## config.mk

```make
export PLATFORM = sky130hd
export DESIGN_NAME = uart_buscol
export DESIGN_NICKNAME = d
export VERILOG_FILES = /design/src/rtl/ubc_pkg.sv /design/src/rtl/ubc_sync.sv /design/src/rtl/ubc_baud.sv /design/src/rtl/ubc_tx.sv /design/src/rtl/ubc_rx.sv /design/src/rtl/uart_buscol.sv
export SDC_FILE = /design/constraint.sdc
export NUM_CORES = 1
export LEC_CHECK = 0
export ABC_AREA = 1
export BUFFER_PORTS_ARGS = -buffer_cell sky130_fd_sc_hd__buf_4
export CAP_MARGIN = 20
export CORE_ASPECT_RATIO = 2
export CORE_MARGIN = 3
export CORE_UTILIZATION = 40
export DETAILED_ROUTE_END_ITERATION = 6
export GPL_TIMING_DRIVEN = 1
export SKIP_LAST_GASP = 1
export SYNTH_ARGS = -nofsm -noshare
export SYNTH_HDL_FRONTEND = slang
export SYNTH_HIERARCHICAL = 1
export SYNTH_SLANG_ARGS = --single-unit
```

## constraint.sdc

```tcl
create_clock -name clk -period 2.1 [get_ports clk]
set_input_delay 0.42 -clock clk [delete_from_list [all_inputs] [get_ports clk]]
set_output_delay 0.42 -clock clk [all_outputs]
set_load 0.02 [all_outputs]
```

## src/rtl/ubc_pkg.sv

```systemverilog
package ubc_pkg;
   typedef enum logic [1:0] {TX_IDLE, TX_WAIT, TX_SEND} tx_state_e;
   typedef enum logic {RX_IDLE, RX_RECV} rx_state_e;
endpackage

```

## src/rtl/ubc_sync.sv

```systemverilog
module ubc_sync #(
   parameter int   N  = 2,
   parameter logic RV = 1'b0
) (
   input  logic clk,
   input  logic rst_n,
   input  logic d,
   output logic q
);
   logic [N-1:0] r;

   always_ff @(posedge clk or negedge rst_n) begin
      if (!rst_n) r <= {N{RV}};
      else        r <= {r[N-2:0], d};
   end

   assign q = r[N-1];
endmodule

```

## src/rtl/ubc_baud.sv

```systemverilog
module ubc_baud #(
   parameter int DIV_W   = 8,
   parameter int SYNC_N  = 2,
   parameter bit HAS_EXT = 1'b1
) (
   input  logic             clk,
   input  logic             rst_n,
   input  logic [DIV_W-1:0] div,
   input  logic             ext_sel,
   input  logic             ext_clk,
   output logic             tick
);
   logic             src_evt;
   logic [DIV_W-1:0] cnt;

   generate
      if (HAS_EXT) begin : g_ext
         logic ext_s, ext_q;
         ubc_sync #(.N(SYNC_N), .RV(1'b0)) u_ext_sync (
            .clk(clk), .rst_n(rst_n), .d(ext_clk), .q(ext_s));
         always_ff @(posedge clk or negedge rst_n) begin
            if (!rst_n) ext_q <= 1'b0;
            else        ext_q <= ext_s;
         end
         assign src_evt = ext_sel ? (ext_s & ~ext_q) : 1'b1;
      end else begin : g_int
         assign src_evt = 1'b1;
      end
   endgenerate

   assign tick = src_evt && (cnt == '0);

   always_ff @(posedge clk or negedge rst_n) begin
      if (!rst_n)       cnt <= '0;
      else if (src_evt) cnt <= (cnt == '0) ? div : cnt - 1'b1;
   end

   // two ticks are never adjacent unless the divider is zero
   AST_TICK_GAP: assert property (@(posedge clk) disable iff (!rst_n)
      ($past(rst_n) && $past(tick) && div != '0 && $past(div) == div) |-> !tick);
endmodule

```

## src/rtl/ubc_tx.sv

```systemverilog
module ubc_tx import ubc_pkg::*; #(
   parameter int DW  = 9,
   parameter int OVS = 8
) (
   input  logic          clk,
   input  logic          rst_n,
   input  logic          tick,
   input  logic          tx_en,
   input  logic          start_rx,
   input  logic          col_end,
   input  logic          rx_line,
   input  logic          rx_fall,
   input  logic          buf_valid,
   input  logic [DW-1:0] buf_data,
   output logic          take,
   output logic          line,
   output logic          busy,
   output logic          col_evt
);
   localparam int FB   = DW + 2;
   localparam int PH_W = $clog2(OVS);
   localparam int BC_W = $clog2(FB);
   localparam logic [PH_W-1:0] PH_MID  = PH_W'(OVS/2 - 1);
   localparam logic [PH_W-1:0] PH_LAST = PH_W'(OVS - 1);
   localparam logic [BC_W-1:0] BC_LAST = BC_W'(FB - 1);

   tx_state_e       st;
   logic [FB-1:0]   sh;
   logic [PH_W-1:0] ph;
   logic [BC_W-1:0] bc;
   logic            at_pt;

   assign take    = (st == TX_IDLE) && buf_valid && tx_en;
   assign line    = (st == TX_SEND) ? sh[0] : 1'b1;
   assign busy    = (st != TX_IDLE);
   assign at_pt   = col_end ? (ph == PH_LAST) : (ph == PH_MID);
   assign col_evt = (st == TX_SEND) && tick && at_pt && (sh[0] != rx_line);

   always_ff @(posedge clk or negedge rst_n) begin
      if (!rst_n) begin
         st <= TX_IDLE;
         sh <= '1;
         ph <= '0;
         bc <= '0;
      end else begin
         case (st)
            TX_IDLE: if (take) begin
               sh <= {1'b1, buf_data, 1'b0};
               ph <= '0;
               bc <= '0;
               st <= start_rx ? TX_WAIT : TX_SEND;
            end
            TX_WAIT: if (rx_fall) begin
               ph <= '0;
               st <= TX_SEND;
            end
            TX_SEND: if (tick) begin
               if (ph == PH_LAST) begin
                  ph <= '0;
                  sh <= {1'b1, sh[FB-1:1]};
                  if (bc == BC_LAST) st <= TX_IDLE;
                  else               bc <= bc + 1'b1;
               end else begin
                  ph <= ph + 1'b1;
               end
            end
            default: st <= TX_IDLE;
         endcase
      end
   end

   AST_WAIT_HOLDS: assert property (@(posedge clk) disable iff (!rst_n)
      (st == TX_WAIT && !rx_fall) |=> (st == TX_WAIT));
   AST_BIT_INDEX: assert property (@(posedge clk) disable iff (!rst_n)
      (st == TX_SEND) |-> (bc <= BC_LAST));
endmodule

```

## src/rtl/ubc_rx.sv

```systemverilog
module ubc_rx import ubc_pkg::*; #(
   parameter int DW  = 9,
   parameter int OVS = 8
) (
   input  logic          clk,
   input  logic          rst_n,
   input  logic          tick,
   input  logic          rx_en,
   input  logic          rx_line,
   input  logic          rx_fall,
   input  logic          rd,
   output logic [DW-1:0] data,
   output logic          done,
   output logic          ovr,
   output logic          frm
);
   localparam int FB   = DW + 2;
   localparam int PH_W = $clog2(OVS);
   localparam int BC_W = $clog2(FB);
   localparam logic [PH_W-1:0] PH_MID  = PH_W'(OVS/2 - 1);
   localparam logic [BC_W-1:0] BC_LAST = BC_W'(FB - 1);

   rx_state_e       st;
   logic [PH_W-1:0] ph;
   logic [BC_W-1:0] bc;
   logic [DW-1:0]   sh;
   logic            samp, comp;

   assign samp = (st == RX_RECV) && tick && (ph == PH_MID);
   assign comp = samp && (bc == BC_LAST);

   always_ff @(posedge clk or negedge rst_n) begin
      if (!rst_n) begin
         st   <= RX_IDLE;
         ph   <= '0;
         bc   <= '0;
         sh   <= '0;
         data <= '0;
         done <= 1'b0;
         ovr  <= 1'b0;
         frm  <= 1'b0;
      end else begin
         case (st)
            RX_IDLE: if (rx_en && rx_fall) begin
               st <= RX_RECV;
               ph <= '0;
               bc <= '0;
            end
            RX_RECV: begin
               if (tick) ph <= ph + 1'b1;
               if (samp) begin
                  if (bc == '0) begin
                     if (rx_line) st <= RX_IDLE;
                     else         bc <= bc + 1'b1;
                  end else if (bc == BC_LAST) begin
                     st <= RX_IDLE;
                  end else begin
                     sh <= {rx_line, sh[DW-1:1]};
                     bc <= bc + 1'b1;
                  end
               end
            end
            default: st <= RX_IDLE;
         endcase
         if (comp) begin
            data <= sh;
            done <= 1'b1;
            ovr  <= (ovr | done) & ~rd;
            frm  <= ~rx_line;
         end else if (rd) begin
            done <= 1'b0;
            ovr  <= 1'b0;
            frm  <= 1'b0;
         end
      end
   end

   AST_DONE_HOLDS: assert property (@(posedge clk) disable iff (!rst_n)
      (done && !rd) |=> done);
endmodule

```

## src/rtl/uart_buscol.sv

```systemverilog
module uart_buscol #(
   parameter int DATA_W      = 9,
   parameter int DIV_W       = 8,
   parameter int OVS         = 8,
   parameter int SYNC_N      = 2,
   parameter bit HAS_EXT_SRC = 1'b1
) (
   input  logic              clk,
   input  logic              rst_n,
   input  logic [DIV_W-1:0]  cfg_div,
   input  logic              cfg_ext_src,
   input  logic              ext_clk,
   input  logic              cfg_inv,
   input  logic              cfg_start_rx,
   input  logic              cfg_col_end,
   input  logic              cfg_auto_clr,
   input  logic              te_set,
   input  logic              te_clr,
   input  logic              rx_en,
   input  logic              tx_wr,
   input  logic [DATA_W-1:0] tx_data,
   input  logic              rx_rd,
   output logic [DATA_W-1:0] rx_data,
   output logic              txd,
   input  logic              rxd,
   output logic              tx_en,
   output logic              irq_col,
   output logic              tx_buf_empty,
   output logic              tx_reg_empty,
   output logic              rx_done,
   output logic              err_ovr,
   output logic              err_frm,
   output logic              err_par,
   output logic              err_sum
);
   generate
      if (OVS < 4 || (OVS & (OVS - 1)) != 0) begin : g_bad_ovs
         $error("OVS must be a power of two and at least 4");
      end
      if (SYNC_N < 2) begin : g_bad_sync
         $error("SYNC_N must be at least 2");
      end
      if (DATA_W < 1) begin : g_bad_dw
         $error("DATA_W must be positive");
      end
   endgenerate

   logic              tick, rx_s, rx_line, rx_prev, rx_fall;
   logic              tb_full, take, tx_line, tx_busy, col_evt;
   logic [DATA_W-1:0] tb_data;

   ubc_baud #(.DIV_W(DIV_W), .SYNC_N(SYNC_N), .HAS_EXT(HAS_EXT_SRC)) u_baud (
      .clk(clk), .rst_n(rst_n), .div(cfg_div), .ext_sel(cfg_ext_src),
      .ext_clk(ext_clk), .tick(tick));

   ubc_sync #(.N(SYNC_N), .RV(1'b1)) u_rx_sync (
      .clk(clk), .rst_n(rst_n), .d(rxd), .q(rx_s));

   assign rx_line = rx_s ^ cfg_inv;
   assign rx_fall = rx_prev & ~rx_line;

   always_ff @(posedge clk or negedge rst_n) begin
      if (!rst_n) rx_prev <= 1'b0;
      else        rx_prev <= rx_line;
   end

   always_ff @(posedge clk or negedge rst_n) begin
      if (!rst_n) begin
         tb_full <= 1'b0;
         tb_data <= '0;
      end else if (tx_wr) begin
         tb_full <= 1'b1;
         tb_data <= tx_data;
      end else if (take) begin
         tb_full <= 1'b0;
      end
   end

   always_ff @(posedge clk or negedge rst_n) begin
      if (!rst_n) begin
         tx_en   <= 1'b0;
         irq_col <= 1'b0;
      end else begin
         irq_col <= col_evt;
         if (col_evt && cfg_auto_clr) tx_en <= 1'b0;
         else if (te_clr)             tx_en <= 1'b0;
         else if (te_set)             tx_en <= 1'b1;
      end
   end

   ubc_tx #(.DW(DATA_W), .OVS(OVS)) u_tx (
      .clk(clk), .rst_n(rst_n), .tick(tick), .tx_en(tx_en),
      .start_rx(cfg_start_rx), .col_end(cfg_col_end), .rx_line(rx_line),
      .rx_fall(rx_fall), .buf_valid(tb_full), .buf_data(tb_data),
      .take(take), .line(tx_line), .busy(tx_busy), .col_evt(col_evt));

   ubc_rx #(.DW(DATA_W), .OVS(OVS)) u_rx (
      .clk(clk), .rst_n(rst_n), .tick(tick), .rx_en(rx_en),
      .rx_line(rx_line), .rx_fall(rx_fall), .rd(rx_rd),
      .data(rx_data), .done(rx_done), .ovr(err_ovr), .frm(err_frm));

   assign txd          = tx_line ^ cfg_inv;
   assign tx_buf_empty = ~tb_full;
   assign tx_reg_empty = ~tx_busy;
   assign err_par      = 1'b0;
   assign err_sum      = err_ovr | err_frm | err_par;

   AST_AUTO_CLR: assert property (@(posedge clk) disable iff (!rst_n)
      (irq_col && $past(cfg_auto_clr)) |-> !tx_en);
   AST_WR_FILLS: assert property (@(posedge clk) disable iff (!rst_n)
      tx_wr |=> !tx_buf_empty);
   AST_COL_IN_FRAME: assert property (@(posedge clk) disable iff (!rst_n)
      irq_col |-> $past(!tx_reg_empty));
endmodule

```

==> results.md <==
- The run finished with clean final reports.
- For this run, the number of Yosys warnings is 6.
- The initial antenna violation count was 0.
- The share of final-layout standard cells stronger than drive strength 1 is 23.5%.
- The final routed DRC violation total is 0.
- In the synthesized netlist the async set-or-reset flop fraction comes to 100%.
- The count of standard-cell rows is 49.
- The average instance in the mapped netlist occupies 8.25 um2.
- After synthesis the cells add up to 3760 um2.
- The level count of the clock H-tree is 3.
- The number of violations of the max-capacitance limit is 0.
- The number of failing hold endpoints at the final stage is 0.
- Sequential cells were found to cover 49.6% of the synthesized design area.
- The number of inserted diodes is 0.
- The detail route stage leaves a number of antenna-violating nets equal to 0.
- The clock arrives with 0.00564 ns of skew.
- The final count of pins violating max slew was 0.
- Prior to clock tree synthesis, the placed netlist has a worst setup slack of 0.0159 ns.
- The number of nets at the end of the flow is 557.
- The insertion delay of the later-clocked pin in the worst-skew pair is 0.34 ns.
- The power per unit of standard cell area is 1110 nW/um2.
- Setup repair after global routing left no endpoint under its margin.
- The minimum setup slack in the final design is 0.0963 ns.
- Entering global routing, the biggest net connects 43 pins.
- The final layout contains routed wiring with a total length of 8110 um.
- The clock buffer count from CTS is 9.
- When the netlist entered floorplanning its net count stood at 499.
- The worst slew margin relative to its limit is 61.3%.
- Global routing finished with a remaining overflow of 0.
- The cell leakage power is 0.00246 uW.
- The most used flip-flop cell after synthesis is sky130_fd_sc_hd__dfrtp_1.
- After detailed routing, the average wire length per cell comes to 13.1 um.
- The via count is 3,068.
- The highest fanout seen on the critical path is 5.
- The tree is rooted in a sky130_fd_sc_hd__clkbuf_16.
- The port buffer count is 48.
- After clock tree synthesis, the setup repair step added 0 buffers.
- The critical path capture point type is an output port.
- The via density per instance is 4.94.
- For this run, the number of standard cells in the final layout without fillers is 621.
- The congestion estimate from routability-driven global placement came to 0.820.
- The routed design could run at a clock period as short as 2.00 ns.
- The die span in x is 74.6 um.
- Synthesis instantiated 34 different standard cells from the library.
- After the first detailed-routing iteration, the DRC count stood at 171.
- After routing the design area is 4600 um2.
- At the pin with the least slew margin, the transition time is 0.578 ns.
- The portion of synthesized cell area occupied by the leading cell type is 41.2%.
- The cell type with the highest aggregate area in the netlist is sky130_fd_sc_hd__dfrtp_1.
- The HPWL after detailed placement is 6080 um.
- The via count of the first global-routing pass is 2,962.
- The synthesis-to-layout area growth is 22.2%.
- The floorplan step defined a die boundary enclosing 10,700 um2.
- Clock-pin slew was measured on the worst setup and hold paths at 0.06 ns.
- The worst-case IR drop observed on VDD is 0.000743 V.
- Of the available clock period, the critical path in the final layout requires 95.4%.
- The region available for standard cell placement spans 9070 um2.
- The leading cell type by number of instances after synthesis is sky130_fd_sc_hd__nand2_1.
- Global routing used 16.5% of the available tracks.
- The placed cell count is 604.
- The clock passes through at most 2 buffers.
- The kind of start point of the critical path is a register.
- The length of the first detailed-routing pass in iterations is 4.
- The initial standard-cell utilization of the core is 41.5%.
- Derived from the worst setup path, the maximum achievable clock frequency is 499 MHz.
- The clock net in this run drives a total of 74 sinks.
- The path class of the tightest hold or removal check is in2async.
- Sorting the synthesized cells by how often they occur yields sky130_fd_sc_hd__nand2_1 (144), sky130_fd_sc_hd__dfrtp_1 (62), sky130_fd_sc_hd__inv_1 (61), sky130_fd_sc_hd__o21ai_0 (30), sky130_fd_sc_hd__nand3_1 (26).
- The clock tree from TritonCTS is done.
- The gate count after technology mapping is 456.
- The placed instances occupy a cell area of 4240 um2.
- Measured along the y axis, the die boundary spans 143 um.
- The post-route setup TNS is 0 ns.
- The required time of the critical path is 1.68 ns.
- The wire length of the first global-routing pass is 13,300 um.
- The I/O pin count is 50.
- Data arrives at the worst endpoint at 1.58 ns.
- The number of flops mapped to enable cells by yosys is 0.
- Sorting the synthesized cells by area gives the leading types as sky130_fd_sc_hd__dfrtp_1 (41%), sky130_fd_sc_hd__nand2_1 (14%), sky130_fd_sc_hd__dfstp_2 (8.4%), sky130_fd_sc_hd__inv_1 (6.1%), sky130_fd_sc_hd__ha_1 (4.0%).
- The total power draw is 5110 uW.
- The worst setup path is of the reg2out kind.
- After synthesis the netlist holds a flip-flop and latch count of 74.
- Setup violations remaining at the end of the flow were counted as 0.
## cells in the final DEF, fill, tap and decap left out, types with 7 or more instances in the layout
master and count:
sky130_fd_sc_hd__nand2_1 143, sky130_fd_sc_hd__dfrtp_1 62, sky130_fd_sc_hd__inv_1 61, sky130_fd_sc_hd__buf_4 55
sky130_fd_sc_hd__o21ai_0 30, sky130_fd_sc_hd__nand3_1 26, sky130_fd_sc_hd__nor2_1 24, sky130_fd_sc_hd__o21ai_1 18
sky130_fd_sc_hd__ha_1 12, sky130_fd_sc_hd__dfstp_2 12, sky130_fd_sc_hd__clkbuf_16 9, sky130_fd_sc_hd__nand2_2 8
sky130_fd_sc_hd__a21oi_1 7
## flip-flops by register name, indices dropped and copies added, names as in the netlist, 3 cells and up
register	flops
u_baud/cnt	8
u_rx/ph	3
u_tx/ph	3
u_tx/bc	4
u_rx/sh	9
u_tx/sh	10
u_rx/bc	4
u_rx/data	9
tb_data	9
## final cells by class
cell class                      count  area (um2)
Inverter                           66         253
Clock inverter                      7         118
Multi-Input combinational cell    307        1580
Tap cell                          102         128
Fill cell                         872        4470
Clock buffer                        9         225
Timing Repair Buffer               56         433
Sequential cell                    74        1870
## what timing repair did
action | in CTS | in global routing
gates resized for setup | 1 | 2
gates cloned | 0 | 1
pin swaps | 0 | 1
hold buffers | 0 | 0
endpoints found under the setup margin | 1 | 19
## cell families after synthesis
kind of cell,synth area share (%)
AOI/OAI and AO/OA,9.51
xor gates and xnor gates,0.931
adders and majority gates,3.99
buffers and inverters,9.05
DFF,49.6
other,0.0997
and+or+nand+nor,26.8
## per-layer routing
layer / up-vias / global-route usage [%] / wire, um
met3: 16 / 3.74 / 256
met4: 0 / 8.16 / 195
li1: 1537 / - / -
met5: - / 0 / 0
met2: 57 / 30.1 / 4630
met1: 1458 / 16.8 / 3030
## where the power goes
group	switching, uW	internal (uW)	total, uW
clock network	597	1160	1760
logic	891	516	1410
registers	208	1740	1940
## path summary, 6_finish.rpt
path | startpoint | endpoint | slack (ns) | cells past startpoint
setup / recovery | u_tx/st[0] | txd | 0.1 | 5
hold / removal | rst_n | u_baud/g_ext.ext_q | 0.07 | 1
setup reg to reg | u_baud/cnt[1] | u_rx/sh[6] | 0.16 | 11
hold reg to reg | u_rx_sync/r[0] | u_rx_sync/r[1] | 0.35 | 0
max in group asynchronous | rst_n | u_tx/sh[5] | 1.37 | 2
min in group clk | ext_clk | u_baud/g_ext.u_ext_sync/r[0] | 0.19 | 1
## stage by stage
stage / hold slack [ns] / utilization [%]
after floorplan: 0.124 / -
after global placement: 0.334 / 46.7
after detailed placement: 0.346 / 46.7
after CTS: 0.0830 / 50.5
after global routing: 0.104 / 50.7
final: 0.0656 / 50.7
## worst max-delay path, cell delays in order, from the launching register on
cell and delay [ns]:
sky130_fd_sc_hd__dfrtp_1 0.43, sky130_fd_sc_hd__inv_2 0.10, sky130_fd_sc_hd__nand2_2 0.09, sky130_fd_sc_hd__or2_2 0.30, sky130_fd_sc_hd__xor2_1 0.16, sky130_fd_sc_hd__buf_4 0.17
Power figures use the tool's default switching activity.
